### config.mk
export PLATFORM = sky130hd
export DESIGN_NAME = nest_irq_ctrl
export DESIGN_NICKNAME = d
export VERILOG_FILES = /design/src/rtl/nic_pkg.sv /design/src/rtl/nic_src_cond.sv /design/src/rtl/nic_prio_enc.sv /design/src/rtl/nic_level_stack.sv /design/src/rtl/nest_irq_ctrl.sv
export SDC_FILE = /design/constraint.sdc
export NUM_CORES = 1
export LEC_CHECK = 0
export BUFFER_PORTS_ARGS = -buffer_cell sky130_fd_sc_hd__clkbuf_2
export CAP_MARGIN = 40
export CORE_ASPECT_RATIO = 1.5
export CORE_MARGIN = 3
export CORE_UTILIZATION = 45
export CTS_CLUSTER_DIAMETER = 40
export CTS_CLUSTER_SIZE = 28
export DETAILED_ROUTE_END_ITERATION = 12
export GPL_TIMING_DRIVEN = 0
export MAX_ROUTING_LAYER = met4
export SYNTH_ARGS = -nofsm -noshare
export SYNTH_HDL_FRONTEND = slang
export SYNTH_HIERARCHICAL = 1
export SYNTH_SLANG_ARGS = --single-unit
### constraint.sdc
create_clock -name clk -period 31.7 [get_ports clk]
set_input_delay 4.755 -clock clk [delete_from_list [all_inputs] [get_ports clk]]
set_output_delay 4.755 -clock clk [all_outputs]
set_load 0.01 [all_outputs]
### src/rtl/nic_pkg.sv
package nic_pkg;

    localparam int PRIO_W          = 3;
    localparam int DATA_W          = 32;
    localparam int FIELD_W         = 4;
    localparam int FIELDS_PER_WORD = DATA_W / FIELD_W;
    localparam int IDX_W           = 6;

    typedef logic [PRIO_W-1:0] prio_t;
    typedef logic [5:0]        word_t;

    localparam word_t W_ENC   = 6'd0;
    localparam word_t W_EOS   = 6'd1;
    localparam word_t W_ECLR  = 6'd2;
    localparam word_t W_MASK  = 6'd3;
    localparam word_t W_POL   = 6'd4;
    localparam word_t W_TRIG  = 6'd5;
    localparam word_t W_PRIO0 = 6'd6;

    typedef enum logic [1:0] {
        STK_IDLE,
        STK_PUSH,
        STK_POP
    } stk_op_e;

    typedef struct packed {
        logic             valid;
        logic [IDX_W-1:0] idx;
        prio_t            prio;
    } win_t;

    // a is more urgent than b
    function automatic logic outranks(prio_t a, prio_t b);
        return a < b;
    endfunction

endpackage

### src/rtl/nic_src_cond.sv
module nic_src_cond #(
    parameter int N = 16
) (
    input  logic         clk,
    input  logic         rst,
    input  logic [N-1:0] raw,
    input  logic [N-1:0] pol,
    input  logic [N-1:0] trig,
    input  logic [N-1:0] clr,
    output logic [N-1:0] active
);

    for (genvar i = 0; i < N; i++) begin : g_src
        logic s1, s2, s3, pend, edge_hit;

        always_ff @(posedge clk) begin
            if (rst) begin
                s1   <= 1'b0;
                s2   <= 1'b0;
                s3   <= 1'b0;
                pend <= 1'b0;
            end else begin
                s1   <= raw[i];
                s2   <= s1;
                s3   <= s2;
                pend <= (pend & ~clr[i]) | (trig[i] & edge_hit);
            end
        end

        assign edge_hit  = pol[i] ? (s2 & ~s3) : (~s2 & s3);
        assign active[i] = trig[i] ? pend : (pol[i] ? s2 : ~s2);
    end

endmodule

### src/rtl/nic_prio_enc.sv
module nic_prio_enc
    import nic_pkg::*;
#(
    parameter int N = 16
) (
    input  logic            [N-1:0] req,
    input  prio_t           [N-1:0] prio,
    output win_t                    win,
    output logic                    fiq_any
);

    always_comb begin
        win     = '0;
        fiq_any = 1'b0;
        for (int i = N - 1; i >= 0; i--) begin
            if (req[i]) begin
                if (prio[i] == '0) begin
                    fiq_any = 1'b1;
                end else if (!win.valid || !outranks(win.prio, prio[i])) begin
                    win.valid = 1'b1;
                    win.idx   = IDX_W'(i);
                    win.prio  = prio[i];
                end
            end
        end
    end

endmodule

### src/rtl/nic_level_stack.sv
module nic_level_stack
    import nic_pkg::*;
#(
    parameter int DEPTH = 8
) (
    input  logic    clk,
    input  logic    rst,
    input  stk_op_e op,
    input  prio_t   push_prio,
    output logic    empty,
    output logic    full,
    output prio_t   top
);

    localparam int CW = $clog2(DEPTH + 1);
    localparam int SW = (DEPTH > 1) ? $clog2(DEPTH) : 1;

    prio_t          slot [DEPTH];
    logic [CW-1:0]  cnt;
    logic [CW-1:0]  cnt_m1;

    assign empty  = (cnt == '0);
    assign full   = (cnt == CW'(DEPTH));
    assign cnt_m1 = cnt - 1'b1;
    assign top    = empty ? '1 : slot[cnt_m1[SW-1:0]];

    always_ff @(posedge clk) begin
        if (rst) begin
            cnt <= '0;
        end else begin
            case (op)
                STK_PUSH: if (!full)  cnt <= cnt + 1'b1;
                STK_POP:  if (!empty) cnt <= cnt - 1'b1;
                default:  ;
            endcase
        end
    end

    always_ff @(posedge clk) begin
        if (!rst && op == STK_PUSH && !full)
            slot[cnt[SW-1:0]] <= push_prio;
    end

    a_r7_pop_empty_ignored: assert property (@(posedge clk) disable iff (rst)
        (op == STK_POP && empty) |=> $stable(cnt));

    a_r8_push_full_ignored: assert property (@(posedge clk) disable iff (rst)
        (op == STK_PUSH && full) |=> $stable(cnt));

    a_r1_reset_empty: assert property (@(posedge clk)
        $past(rst) |-> (cnt == '0));

endmodule

### src/rtl/nest_irq_ctrl.sv
module nest_irq_ctrl
    import nic_pkg::*;
#(
    parameter int N_SRC       = 16,
    parameter int STACK_DEPTH = 8
) (
    input  logic              clk,
    input  logic              rst,
    input  logic [N_SRC-1:0]  src_in,
    input  logic              bus_rd,
    input  logic              bus_wr,
    input  logic [7:0]        bus_addr,
    input  logic [31:0]       bus_wdata,
    output logic [31:0]       bus_rdata,
    output logic              irq_n,
    output logic              fiq_n
);

    word_t                 word;
    logic [N_SRC-1:0]      mask_q, pol_q, trig_q, clr, active, req;
    prio_t [N_SRC-1:0]     prio_q;
    win_t                  win;
    logic                  fiq_any, irq_cond;
    logic                  stk_empty, stk_full;
    prio_t                 stk_top;
    stk_op_e               stk_op;
    logic [31:0]           rd_val;

    assign word = bus_addr[7:2];

    // configuration registers
    always_ff @(posedge clk) begin
        if (rst) begin
            mask_q <= '0;
            pol_q  <= '1;
            trig_q <= '0;
            prio_q <= '0;
        end else if (bus_wr) begin
            if (word == W_MASK) mask_q <= bus_wdata[N_SRC-1:0];
            if (word == W_POL)  pol_q  <= bus_wdata[N_SRC-1:0];
            if (word == W_TRIG) trig_q <= bus_wdata[N_SRC-1:0];
            for (int i = 0; i < N_SRC; i++) begin
                if (word == W_PRIO0 + word_t'(i / FIELDS_PER_WORD))
                    prio_q[i] <= bus_wdata[(i % FIELDS_PER_WORD) * FIELD_W +: PRIO_W];
            end
        end
    end

    assign clr = (bus_wr && word == W_ECLR) ? bus_wdata[N_SRC-1:0] : '0;

    nic_src_cond #(.N(N_SRC)) u_cond (
        .clk    (clk),
        .rst    (rst),
        .raw    (src_in),
        .pol    (pol_q),
        .trig   (trig_q),
        .clr    (clr),
        .active (active)
    );

    assign req = active & mask_q;

    nic_prio_enc #(.N(N_SRC)) u_enc (
        .req     (req),
        .prio    (prio_q),
        .win     (win),
        .fiq_any (fiq_any)
    );

    always_comb begin
        stk_op = STK_IDLE;
        if (bus_rd && word == W_ENC && win.valid)
            stk_op = STK_PUSH;
        else if (bus_wr && word == W_EOS)
            stk_op = STK_POP;
    end

    nic_level_stack #(.DEPTH(STACK_DEPTH)) u_stack (
        .clk       (clk),
        .rst       (rst),
        .op        (stk_op),
        .push_prio (win.prio),
        .empty     (stk_empty),
        .full      (stk_full),
        .top       (stk_top)
    );

    assign irq_cond = win.valid && (stk_empty || outranks(win.prio, stk_top));
    assign irq_n    = ~irq_cond;
    assign fiq_n    = ~fiq_any;

    // read mux
    always_comb begin
        rd_val = '0;
        case (word)
            W_ENC:   rd_val = win.valid ? {{(DATA_W-IDX_W-2){1'b0}}, win.idx, 2'b00}
                                        : 32'(N_SRC) << 2;
            W_MASK:  rd_val[N_SRC-1:0] = mask_q;
            W_POL:   rd_val[N_SRC-1:0] = pol_q;
            W_TRIG:  rd_val[N_SRC-1:0] = trig_q;
            default: begin
                for (int i = 0; i < N_SRC; i++) begin
                    if (word == W_PRIO0 + word_t'(i / FIELDS_PER_WORD))
                        rd_val[(i % FIELDS_PER_WORD) * FIELD_W +: PRIO_W] = prio_q[i];
                end
            end
        endcase
    end

    always_ff @(posedge clk) begin
        if (rst)         bus_rdata <= '0;
        else if (bus_rd) bus_rdata <= rd_val;
    end

    a_r5_read_deasserts: assert property (@(posedge clk) disable iff (rst)
        (bus_rd && !bus_wr && word == W_ENC && win.valid && !stk_full)
        |=> (irq_n || !$stable(req)));

    a_r2_enc_aligned: assert property (@(posedge clk) disable iff (rst)
        (bus_rd && word == W_ENC)
        |=> (bus_rdata[1:0] == 2'b00 && bus_rdata[31:2] <= 30'(N_SRC)));

    a_r9_fiq_not_encoded: assert property (@(posedge clk) disable iff (rst)
        (win.valid) |-> (req[win.idx] && prio_q[win.idx] != '0));

endmodule

# After elaboration in Yosys (flattened, before gate mapping)
# Memory sizes are Yosys's and may differ from the RTL's.
# Cells that the tools add are included.
[totals] ff_bits=196 mem_bits_rw=24 in_bits=60 out_inout_bits=34 wordCells=493 n_memories=1
[op_classes] n_addsub=2 magnitude_cmp=16 eq_ne=12 mux=165 bitwise_logic=131 reduce_logical=81
[memory_table] memory="u_stack.slot" words=8 width=3 read_ports=1 rd_clocked_by_memory_dff=0 write_ports=1 line="nic_level_stack.sv:18" rtl="prio_t slot [DEPTH];"
[ops] cell="$mux W10" n=47
[ops] cell="$mux W1" n=82
[ops] cell="$and A1 B1 Y1" n=64
[ops] cell="$mux W3" n=17
[ops] cell="$not A1 Y1" n=50
[ops] cell="$logic_not A3 Y1" n=16
[ops] cell="$lt A3 B3 Y1" n=16
[ops] cell="$pmux W3 S4" n=4
[ops] cell="$logic_not A1 Y1" n=32
[ops] cell="$eq A6 B3 Y1 const B" n=4
[ops] cell="$pmux W3 S2" n=4
[ops] cell="$and A16 B16 Y16" n=1
[ops] cell="$logic_or A1 B1 Y1" n=16
[ops] cell="$mux W16" n=1
[ops] cell="$or A1 B1 Y1" n=16
[ops] cell="$pmux W1 S4" n=4
[ops] cell="$eq A6 B2 Y1 const B" n=2
[ops] cell="$reduce_and A2 Y1" n=5
[ops] cell="$mux W4" n=2
[ops] cell="$mux W8" n=1
[ops] cell="$pmux W4 S2" n=1
[ops] cell="$logic_and A1 B1 Y1" n=7
[ops] cell="$eq A6 B1 Y1 const B" n=1
[ops] cell="$logic_not A6 Y1" n=1
[ops] cell="11 further kinds" n=13

# Longest topological paths before layout
[depth] ltp_word=102 mapped_depth=116

# Hierarchy
# Netlist, hierarchy kept.
[modules_own_cells] mod="nest_irq_ctrl" n_inst=1 cells_each=685 area_each_um2=5582.9 seq_area_each_um2=2482.4
[modules_own_cells] mod="nic_prio_enc" n_inst=1 cells_each=406 area_each_um2=2795.2 seq_area_each_um2=0.0
[modules_own_cells] mod="nic_src_cond" n_inst=1 cells_each=231 area_each_um2=2561.2 seq_area_each_um2=1281.2
[modules_own_cells] mod="nic_level_stack" n_inst=1 cells_each=94 area_each_um2=1297.5 seq_area_each_um2=800.8

# Worst setup path after synthesis
# OpenSTA, ideal clock, no wires.
[synth_path] path_type="reg2out" startpoint="reg pol_q[15]" endpoint="out irq_n" arrival_time_ns=21.136 t_required_ns=26.945 setup_slack_ns=5.809 path_stages_with_launch=110 path_buffers=0 cell_sequence="dfxtp_1 > xor2_1 > o21ai_0 > and2_1 > and2_1 > ha_1 > a21oi_1 > o21ai_1 > o21ai_1 > o21ai_0 > ha_1 > a221oi_1 > nand2_1 > a311oi_1 > nor2_1 > mux2i_1 > inv_1 > ha_1 > (+74 left out) > nand2_1 > ha_1 > a211oi_1 > o21ai_0 > a21oi_4 > a31oi_1 > ha_1 > o21ai_0 > nand3b_1 > nand2_1 > or2_2 > o21a_1 > a32oi_1 > o211ai_1 > ha_1 > a21o_1 > a21oi_1 > o21ai_0"
[synth_lines] item="from (decl)" line="nest_irq_ctrl.sv:20" rtl="logic [N_SRC-1:0] mask_q, pol_q, trig_q, clr, active, req;"
[synth_lines] item="from (signal assigned)" line="nest_irq_ctrl.sv:40" rtl="if (word == W_POL) pol_q <= bus_wdata[N_SRC-1:0];"
[synth_lines] item="to (decl)" line="nest_irq_ctrl.sv:15" rtl="output logic irq_n,"

==> impl_metrics.ini <==
[outcome]
run_status = complete, no violations

[cts]
clk_path_buf_depth = 3
clk_latency_ns = 0.55
numClockSinks = 216
cts_max_level = 1
tritoncts = done
cts_made_buffers = 25
clk_pin_slew_ns = 0.07
cts-root-buf = clkbuf_16
hold_buffers = 0

[critical_path]
critPathMaxStageDelay_ns = 0.56
crit_path_frequent_cell = ha_1
worst_r2r_endpoint = bus_rdata[5]$_SDFFE_PP0P_
critPathCaptureType = primary output
critPathRequiredTime_ns = 26.95
critical_path_peak_fanout = 10
r2r_setup_slack_ns = 7.64
r2r-start = pol_q[15]$_SDFFE_PP1P_
critPathKind = reg -> out
timing.critical_path.slowest_stage_cell = o41ai_4
start_kind = flip-flop
timing.critical_path.arrival_ns = 25.08
timing.reg2reg.worst_path_depth = 108

[detailed_routing]
firstDrtPassIters = 8
ant_nets = 0
detailedRoute.firstIterationViolations = 688
post_drt_wl_per_cell_microns = 20.5
drc = 0
vias_after_detailed_routing = 10800
route.final.wire_length_microns = 38700
routed_via_density = 5.71

[power_and_ir_drop]
fraction_of_power_consumed_by_sequential_logic_pct = 46.2
pwr-share-comb_pct = 4.8
leakage_nw = 5.34
clock_power_share_pct = 49.1
cellInternalPower_mw = 0.458
switching_share_pct = 24.8
p_switching_mw = 0.151
power_mw = 0.609
power.ir.vdd_worst_mv = 0.0457
power_per_cell_area_nw_per_um2 = 43.4

[sta]
finalClockSkew_ns = 0.0151
finalWorstSetupSlack_ns = 1.87
rsz0062_at_grt = false
tightest_slew_ns = 0.792
setup_violations = 0
final.period_utilization_pct = 94.1
timing.fmax_ghz = 0.0335
fin_crit_ns = 29.83
finalMaxSlewViolations = 0
setup_total_negative_slack_ns = 0
hold_violations = 0
worst_hold_slack_ns = 0.431
relSlewSlack_pct = 47.2

[global_routing]
antenna_found_initial = 0
global_route_wire_length_before_repair_microns = 59600
aggregate_global_route_resource_usage_pct = 26.6
vias_in_the_first_global_route = 10700
grt_start_max_net_pins = 17
grt_overflow_total = 0

[floorplan]
fp.dieArea_sq_um = 29200
fp.dieH_microns = 208
std_cell_rows = 73
dieWidth_microns = 141
core_area_sq_um = 26700
num_io_pins = 94
effective_utilization_at_floorplan_pct = 45.9

[final_layout]
final_net_count = 1628
finalInstanceArea_sq_um = 14000
antennaDiodeCount = 0
final_layout_size_suffix_gt1_share_pct = 16.8
growth_of_design_area_from_synthesis_to_finish_pct = 14.7
post_layout_nonfiller_instances = 1887
finalCoreUtilization_pct = 52.6

[worst_hold_path]
worst_hold_path.endpoint = u_cond/g_src[6].s2$_SDFF_PP0_
min_from = u_cond/g_src[6].s1$_SDFF_PP0_
holdPathStages = 1
hold_class = reg -> reg

[yosys]
syn-cell-area_sq_um = 12200
synthesis.instances = 1415
synthesis.area_per_instance_sq_um = 8.65
synthesis.yosys.warnings = 6

[place]
place.detailed.hpwl_microns = 30000
placement.io_buffers = 80
placement.setup.worst_slack_ns = 1.63
place.detailed.instances = 1838
dpl_cell_area_sq_um = 13100
gp_congestion = 1.02

[run]
maxCapViolations = 0
==> cells in the final DEF (no fill, tap or decap), types with 14 or more instances in the layout <==
| cell | instances |
|---|---|
| a21oi_1 | 141 |
| nor2_1 | 76 |
| nor2b_1 | 60 |
| o21a_1 | 14 |
| and2_1 | 39 |
| nand2b_1 | 34 |
| nand4bb_1 | 16 |
| mux2i_1 | 26 |
| nand2_1 | 271 |
| clkbuf_1 | 22 |
| dfxtp_1 | 192 |
| a31oi_2 | 16 |
| clkbuf_2 | 81 |
| nand4b_1 | 17 |
| xor2_1 | 16 |
| nand3b_1 | 18 |
| buf_4 | 17 |
| edfxtp_1 | 24 |
| a22o_1 | 30 |
| ha_1 | 36 |
| clkbuf_16 | 25 |
| nor3_1 | 28 |
| inv_1 | 46 |
| o21ai_0 | 37 |
==> sequential cells by signal, indices dropped and copies added (netlist names) <==
register	flops
u_cond/g_src.s3	16
u_cond/g_src.pend	16
trig_q	16
bus_rdata	28
prio_q	48
mask_q	16
pol_q	16
u_cond/g_src.s1	16
u_stack/slot	24
u_cond/g_src.s2	16
u_stack/cnt	4
==> worst max-delay path by stage <==
stage / start / end / slack, ns / cells past startpoint
finish: pol_q[15]$_SDFFE_PP1P_ / irq_n / 1.87 / 113
global route: pol_q[15]$_SDFFE_PP1P_ / irq_n / 0.03 / 112
CTS: u_cond/g_src[15].s2$_SDFF_PP0_ / irq_n / 0.96 / 111
detailed placement: u_cond/g_src[15].s2$_SDFF_PP0_ / irq_n / 1.63 / 111
global placement: u_cond/g_src[15].s2$_SDFF_PP0_ / irq_n / 1.85 / 111
floorplan: pol_q[15]$_SDFFE_PP1P_ / irq_n / 5.81 / 109
==> layer usage <==
layer	global-route usage (%)	wire length, microns
met1	28.7	14900
met2	48.3	20200
met3	2.83	1710
met4	12.0	1850
met5	-	0
==> final cells by class <==
type / instances / area [sq um]
fillers: 2552 / 12600
multi-input cells: 1094 / 7160
flip-flops and latches: 216 / 4560
clock buffers: 26 / 639
repair buffers: 86 / 453
well taps: 337 / 422
plain buffers: 62 / 393
clock inverters: 19 / 220
inverters: 47 / 176
==> power by group through the flow <==
stage / registers [mW] / logic (mW) / clock network (mW)
finish: 0.281 / 0.0290 / 0.299
global route: 0.282 / 0.0313 / 0.314
CTS: 0.281 / 0.0290 / 0.303
detailed placement: 0.287 / 0.0289 / 0
global placement: 0.287 / 0.0285 / 0
floorplan: 0.287 / 0.0164 / 0
==> critical path, delay by kind of cell (launching register included) <==
family / cells / cell delay (ns)
compound gates: 61 / 12.92
xor+xnor: 1 / 0.15
fa+ha+maj: 16 / 4.58
buf+inv: 4 / 0.52
flops: 1 / 0.40
mux: 3 / 1.07
simple gates: 28 / 4.87
==> what timing repair did <==
action	4_1_cts	5_1_grt
resized for setup	0	10
setup buffers	0	4
setup endpoints to repair	0	1
No activity file was read; power rests on OpenSTA's default activity.
